[config.mk]
export PLATFORM = sky130hd
export DESIGN_NAME = sdram_wr_seq
export DESIGN_NICKNAME = d
export VERILOG_FILES = /design/src/rtl/sdram_wr_seq.sv
export SDC_FILE = /design/constraint.sdc
export NUM_CORES = 1
export LEC_CHECK = 0
export CAP_MARGIN = 20
export CORE_MARGIN = 2
export CORE_UTILIZATION = 40
export CTS_CLUSTER_SIZE = 20
export DETAILED_ROUTE_END_ITERATION = 10
export DONT_BUFFER_PORTS = 1
export GPL_TIMING_DRIVEN = 0
export PLACE_DENSITY = 0.63
export SKIP_LAST_GASP = 1
export SYNTH_ARGS = -nofsm -noshare
export SYNTH_HDL_FRONTEND = slang
export SYNTH_SLANG_ARGS = --single-unit
[constraint.sdc]
create_clock -name clk -period 7.3 [get_ports clk]
set_clock_uncertainty 0.05 [all_clocks]
set_input_delay 0.73 -clock clk [delete_from_list [all_inputs] [get_ports clk]]
set_output_delay 0.73 -clock clk [all_outputs]
set_load 0.02 [all_outputs]
[src/rtl/sdram_wr_seq.sv]
module sdram_wr_seq #(
  parameter int ROW_W  = 13,
  parameter int COL_W  = 10,
  parameter int BANK_W = 2,
  parameter int DATA_W = 32,
  parameter int AP_BIT = 10,
  parameter int MASK_W = DATA_W / 8,
  parameter int NBANK  = 2 ** BANK_W
) (
  input  logic                  clk,
  input  logic                  rst_n,
  input  logic                  req_valid,
  output logic                  req_ready,
  input  logic [BANK_W-1:0]     req_bank,
  input  logic [ROW_W-1:0]      req_row,
  input  logic [COL_W-1:0]      req_col,
  input  logic [4*DATA_W-1:0]   req_data,
  input  logic [4*MASK_W-1:0]   req_mask,
  input  logic [1:0]            rec_sel,
  input  logic [1:0]            pre_sel,
  output logic                  sd_cs_n,
  output logic                  sd_ras_n,
  output logic                  sd_cas_n,
  output logic                  sd_we_n,
  output logic [ROW_W-1:0]      sd_addr,
  output logic [BANK_W-1:0]     sd_ba,
  output logic [MASK_W-1:0]     sd_dqm,
  output logic [DATA_W-1:0]     sd_dq,
  output logic                  sd_dq_oe,
  output logic [NBANK-1:0]      bank_busy
);
  localparam logic [2:0] S_IDLE = 3'd0, S_ACT = 3'd1, S_WR = 3'd2, S_REC = 3'd3, S_PRE = 3'd4;
  localparam logic [3:0] C_DESEL = 4'b1111, C_ACT = 4'b0011, C_WR = 4'b0100, C_NOP = 4'b0111;

  logic [2:0]          state;
  logic [1:0]          cnt;
  logic [BANK_W-1:0]   bank_q;
  logic [ROW_W-1:0]    row_q;
  logic [COL_W-1:0]    col_q;
  logic [4*DATA_W-1:0] data_q;
  logic [4*MASK_W-1:0] mask_q;
  logic [1:0]          rec_q, pre_q;
  logic [3:0]          cmd;
  logic [COL_W-1:0]    col_now;

  always_ff @(posedge clk or negedge rst_n) begin
    if (!rst_n) begin
      state  <= S_IDLE;
      cnt    <= '0;
      bank_q <= '0;
      row_q  <= '0;
      col_q  <= '0;
      data_q <= '0;
      mask_q <= '0;
      rec_q  <= '0;
      pre_q  <= '0;
    end else begin
      case (state)
        S_IDLE: if (req_valid) begin
          state  <= S_ACT;
          bank_q <= req_bank;
          row_q  <= req_row;
          col_q  <= req_col;
          data_q <= req_data;
          mask_q <= req_mask;
          rec_q  <= rec_sel;
          pre_q  <= pre_sel;
        end
        S_ACT: begin
          state <= S_WR;
          cnt   <= '0;
        end
        S_WR: begin
          cnt <= cnt + 2'd1;
          if (cnt == 2'd3) state <= S_REC;
        end
        S_REC: begin
          if (cnt == rec_q) begin
            state <= S_PRE;
            cnt   <= '0;
          end else cnt <= cnt + 2'd1;
        end
        S_PRE: begin
          if (cnt == pre_q) begin
            state <= S_IDLE;
            cnt   <= '0;
          end else cnt <= cnt + 2'd1;
        end
        default: state <= S_IDLE;
      endcase
    end
  end

  assign req_ready = (state == S_IDLE);
  assign col_now   = col_q + COL_W'(cnt);

  always_comb begin
    case (state)
      S_IDLE:  cmd = C_DESEL;
      S_ACT:   cmd = C_ACT;
      S_WR:    cmd = C_WR;
      default: cmd = C_NOP;
    endcase
  end

  assign {sd_cs_n, sd_ras_n, sd_cas_n, sd_we_n} = cmd;

  always_comb begin
    sd_addr = '0;
    if (state == S_ACT) sd_addr = row_q;
    else if (state == S_WR) begin
      sd_addr[COL_W-1:0] = col_now;
      sd_addr[AP_BIT]    = (cnt == 2'd3);
    end
  end

  assign sd_ba     = (state == S_ACT || state == S_WR) ? bank_q : '0;
  assign sd_dq_oe  = (state == S_WR);
  assign sd_dq     = sd_dq_oe ? data_q[cnt*DATA_W +: DATA_W] : '0;
  assign sd_dqm    = sd_dq_oe ? mask_q[cnt*MASK_W +: MASK_W] : '1;
  assign bank_busy = (state == S_IDLE) ? '0 : (NBANK'(1) << bank_q);
endmodule


After elaboration in Yosys (flattened, before gate mapping):

Index checks and enable logic that the tools add are counted.

* reductions and logical operators: 5
* equality and inequality tests: 11
* bitwise gates (word level): 0
* divide/modulo/power cells: 0
* magnitude comparators: 0
* add/subtract/negate cells: 2
* shift-type cells: 3
* muxes and demuxes: 16
* multiply operators: 0

Operators with widths (number)
* indexed part select 128 x 8 -> 32 bit: 1
* 2-to-1 mux 32 bit: 1
* 2-to-1 mux 11 bit: 2
* indexed part select 16 x 5 -> 4 bit: 1
* one-hot mux 3 bit (5 select lines): 1
* 2-to-1 mux 3 bit: 4
* one-hot mux 4 bit (3 select lines): 1
* adder 10 x 2 -> 10 bit: 1
* 2-to-1 mux 2 bit: 4
* 2-to-1 mux 4 bit: 2
* one-hot mux 2 bit (4 select lines): 1
* equality test 3 x 2 -> 1 bit (second input constant): 2
* != test 2 bit (second input constant): 3
* equality test 2 bit: 2
* AND reduction 4 bit: 1
* nonzero test 4 bit: 1
* left shift 1 x 2 -> 4 bit (first input constant): 1
* equality test 3 x 1 -> 1 bit (second input constant): 1
* equality test 3 bit (second input constant): 1
* logical NOT 3 bit: 1
* adder 2 x 1 -> 2 bit (second input constant): 1
* equality test 2 bit (second input constant): 1
* != test 2 x 1 -> 1 bit (second input constant): 1
* AND reduction 2 bit: 1
* logical OR 1 bit: 1

* bits in read-only memories: 0
* word-level logic and storage cells: 46
* register bits: 178
* memories kept: 0
* output and inout bits: 61
* bits in latches: 0
* RAM bits: 0
* bits of input ports: 176

Depth between registers and ports, before layout:

* depth after elaboration: 3
* depth in mapped cells: 8
* mapped depth without buffers: 7

Worst setup path before layout:

Ideal clock, no wire load.

* path type: register to output
* start point: reg cnt[1]
* end point: out sd_addr[8]
* path buffers: 2
* path slack: 3.962 ns
* arrival: 2.558 ns
* cell stages (with the launch flop): 9
* cells stage by stage: dfrtp_1 buf_2 buf_1 inv_1 fa_1 and4b_1 nand4_1 xor2_1 o21ai_0

* word-level cells in the longest chain between the ends: 3

Ends and longest elaborated chain
* start: declaration: line 36 `logic [1:0] cnt;`
* start signal: assignment: line 74 `cnt <= cnt + 2'd1;`
* start signal: assignment: line 81 `end else cnt <= cnt + 2'd1;`
* start signal: assignment: line 87 `end else cnt <= cnt + 2'd1;`
* adder 10 x 2 -> 10 bit: line 95 `assign col_now = col_q + COL_W'(cnt);`
* 2-to-1 mux 11 bit: line 111 `else if (state == S_WR) begin`
* 2-to-1 mux 11 bit: line 110 `if (state == S_ACT) sd_addr = row_q;`
* end: declaration: line 25 `output logic [ROW_W-1:0] sd_addr,`

No other way between the ends.

Final worst setup path:

Ends and elaborated chain as after synthesis.

==> load_flow_metrics.sql <==
INSERT INTO impl_metrics (metric_group, metric, value, unit) VALUES
('global_routing', 'via_count_of_the_first_global_routing_pass', '5234', ''),
('sta', 'timing.final.hold_violations', '0', ''),
('logic_synthesis', 'synth.distinct_cells', '36', ''),
('power_and_ir_drop', 'power_leakage', '4.08', 'nW'),
('routing', 'post-route-drc-count', '0', ''),
('global_routing', 'initial_antenna_violation_count', '1', ''),
('critical_path', 'path_depth', '8', ''),
('logic_synthesis', 'postSynth.asyncResetShare', '100', '%'),
('floorplanning', 'io_pins', '237', ''),
('power_and_ir_drop', 'power_per_cell_area', '519', 'mW/mm²'),
('cells_and_area', 'most-common-layout-cells', 'dfrtp_1 (178), mux2_4 (100), mux2_2 (62)', ''),
('sta', 'finalMaxSlewViolations', '0', ''),
('sta', 'max_slew.worst_pin.slew', '1090', 'ps'),
('logic_synthesis', 'synth.area.top_cells', 'dfrtp_1 (51%), mux2_4 (17%), mux4_2 (9.2%)', ''),
('sta', 'fmax', '0.222', 'GHz'),
('logic_synthesis', 'synth-edff-count', '0', ''),
('critical_path', 'r2r.worst_path.cells', '7', ''),
('floorplanning', 'start_util', '40.4', '%'),
('placement', 'detailed_place_hpwl', '14400', 'µm'),
('worst_hold_path', 'timing.hold.worst.class', 'primary input to asynchronous set/reset pin', ''),
('floorplanning', 'die_area', '0.0231', 'mm²'),
('cells_and_area', 'final_design_area_no_fill', '0.00970', 'mm²'),
('sta', 'unrepaired_setup_endpoints_after_global_routing', 'false', ''),
('routing', 'initial_drt_markers', '169', ''),
('cts', 'clk_pin_slew_worst_paths', '70', 'ps'),
('critical_path', 'critPathMaxFanout', '10', ''),
('critical_path', 'timing.critical_path.from_type', 'register', ''),
('routing', 'ant_nets', '0', ''),
('cts', 'ctsHtreeMaxLevel', '4', ''),
('outcome', 'outcome', 'complete, no violations', ''),
('critical_path', 'worst_r2r_endpoint', 'data_q[90]$_DFFE_PN0P_', ''),
('power_and_ir_drop', 'vdd.ir_drop.worst', '0.212', 'mV'),
('cells_and_area', 'layout.filler_cells', '1912', ''),
('critical_path', 'critical_path_arrival', '3730', 'ps'),
('logic_synthesis', 'netlist.top_cell.by_area', 'dfrtp_1', ''),
('floorplanning', 'core.rowCount', '54', ''),
('job', 'cap_viol_max_count', '0', ''),
('critical_path', 'cp_cell_sequence', 'buf_2, buf_1, inv_1, fa_1, and4b_1, nand4_1, xor2_1, o21ai_0', ''),
('logic_synthesis', 'seq_area_frac_synth', '50.8', '%'),
('critical_path', 'ff2ff_setup_slack', '5070', 'ps'),
('logic_synthesis', 'syn_area', '0.00877', 'mm²'),
('routing', 'wirelength', '20300', 'µm'),
('floorplanning', 'fp.coreArea', '0.0217', 'mm²'),
('logic_synthesis', 'avgSynthCellArea', '16.0', 'µm²'),
('logic_synthesis', 'ys_ff_latch', '178', ''),
('critical_path', 'crit-reg2reg-launch', 'state[2]$_DFFE_PN0P_', ''),
('placement', 'place_congestion', '0.793', ''),
('logic_synthesis', 'proportion_of_netlist_area_held_by_the_largest_area_contributor', '50.8', '%'),
('critical_path', 'worst-path-buf-inv', '3', ''),
('global_routing', 'global_route.overflow_total', '0', ''),
('placement', 'numPortBuffers', '0', ''),
('critical_path', 'critical_path.endpoint_type', 'primary output', ''),
('critical_path', 'required', '6520', 'ps'),
('cts', 'cts.path.max_buffers', '2', ''),
('sta', 'final-setup-viol-count', '0', ''),
('cells_and_area', 'design.final.nets', '748', ''),
('global_routing', 'gr-usage-all-layers', '18.0', '%'),
('cts', 'clkSinkCount', '178', ''),
('cts', 'clk_root_buffer_cell', 'clkbuf_16', ''),
('sta', 'max_slew_margin', '27.2', '%'),
('sta', 'final_min_period_over_clock_period', '61.8', '%'),
('logic_synthesis', 'synth-main-ff-cell', 'dfrtp_1', ''),
('logic_synthesis', 'syn-instance-count', '548', ''),
('critical_path', 'critical_path.max_stage_delay', '680', 'ps'),
('global_routing', 'grt_first_pass_wirelength', '31900', 'µm'),
('cts', 'cts_repair_resize_count', '0', ''),
('cells_and_area', 'most_common_cell_after_layout_fill_and_taps_aside', 'dfrtp_1', ''),
('critical_path', 'cp_top_family', 'buffers and inverters', ''),
('cts', 'cts_buffers', '17', ''),
('cts', 'clock_tree_from_tritoncts', 'yes', ''),
('floorplanning', 'die_height', '152', 'µm');
report_power, final:
group | leakage, nW | internal, mW | switching [mW]
Combinational | 1.70 | 1.25 | 1.12
Clock | 0.272 | 0.448 | 0.427
Sequential | 2.12 | 1.50 | 0.300
stage by stage:
stage / util, % / power, mW / setup WS (ps) / instances / hold slack (ps)
5_1_grt: 44.7 / 5.35 / 2520 / 861 / 358
4_1_cts: 44.7 / 5.11 / 2720 / 861 / 349
3_5_place_dp: 42.0 / 4.19 / 3180 / 828 / 390
2_1_floorplan: - / 3.72 / 3960 / 548 / 384
6_report: 44.7 / 5.04 / 2790 / 862 / 175
3_3_place_gp: 42.0 / 4.11 / 3180 / 828 / 390
cell usage after synthesis (3+ instances only):
library cell and instances:
nand2b_1 3, mux2_1 10, buf_4 5, xnor2_1 10
o21ai_0 12, buf_2 7, buf_12 11, mux2_2 62
dfrtp_1 178, nor3b_1 3, xor2_1 3, nor3_1 3
a21boi_0 3, mux2_4 100, ha_1 3, nand2_1 15
nor2b_1 3, nor2_1 3, nand3_1 4, and2_1 35
clkbuf_1 7, inv_1 6, mux4_2 36, or3_1 4
buf_6 7
state kept, by name, indices dropped and copies added (netlist names):
name / flops
bank_q: 2
cnt: 2
col_q: 10
data_q: 128
mask_q: 16
pre_q: 2
rec_q: 2
row_q: 13
state: 3
cell type report:
class	count	area, µm²	area share, %
Sequential cell	178	4450	45.9
Multi-Input combinational cell	326	3890	40.1
Clock buffer	17	425	4.39
Buffer	38	402	4.14
Tap cell	280	350	3.61
Clock inverter	15	124	1.28
Timing Repair Buffer	1	27.5	0.284
Inverter	6	22.5	0.232
Antenna cell	1	2.50	0.0258
worst max path at each step:
stage,start,endpoint,slack [ps]
floorplan,cnt[1]$_DFFE_PN0P_,sd_addr[8],3960
global placement,cnt[1]$_DFFE_PN0P_,sd_addr[8],3180
detailed placement,cnt[1]$_DFFE_PN0P_,sd_addr[8],3180
CTS,cnt[1]$_DFFE_PN0P_,sd_addr[8],2720
global route,cnt[1]$_DFFE_PN0P_,sd_addr[8],2520
finish,cnt[1]$_DFFE_PN0P_,sd_addr[8],2790
worst register-to-register path, delay by kind of cell (launching register included):
family        cells  cell delay, ps
flops             1             370
buf+inv           4             650
mux               1             360
simple gates      2             680
routing by layer:
layer	share of wire [%]	GRT usage (%)	wire (µm)	vias up
li1	-	-	-	2019
met2	48	29.4	9850	174
met1	43	23.1	8800	2446
met5	0	0	0	-
met4	1.1	3.60	218	0
met3	7.2	6.62	1460	18
cells by family after synthesis:
family | Yosys count | share of synthesized area [%]
mux | 208 | 35.6
fa+ha+maj | 4 | 0.656
buf+inv | 44 | 4.84
xor+xnor | 13 | 1.30
compound gates | 23 | 1.61
flops | 178 | 50.8
simple gates | 78 | 5.18
repair_timing:
action / CTS / global route
hold buffers: 1 / 0
hold endpoints to repair: 178 / 0
endpoints found under the setup margin: 0 / 0
Note: power is estimated with default switching activity, not from simulation.
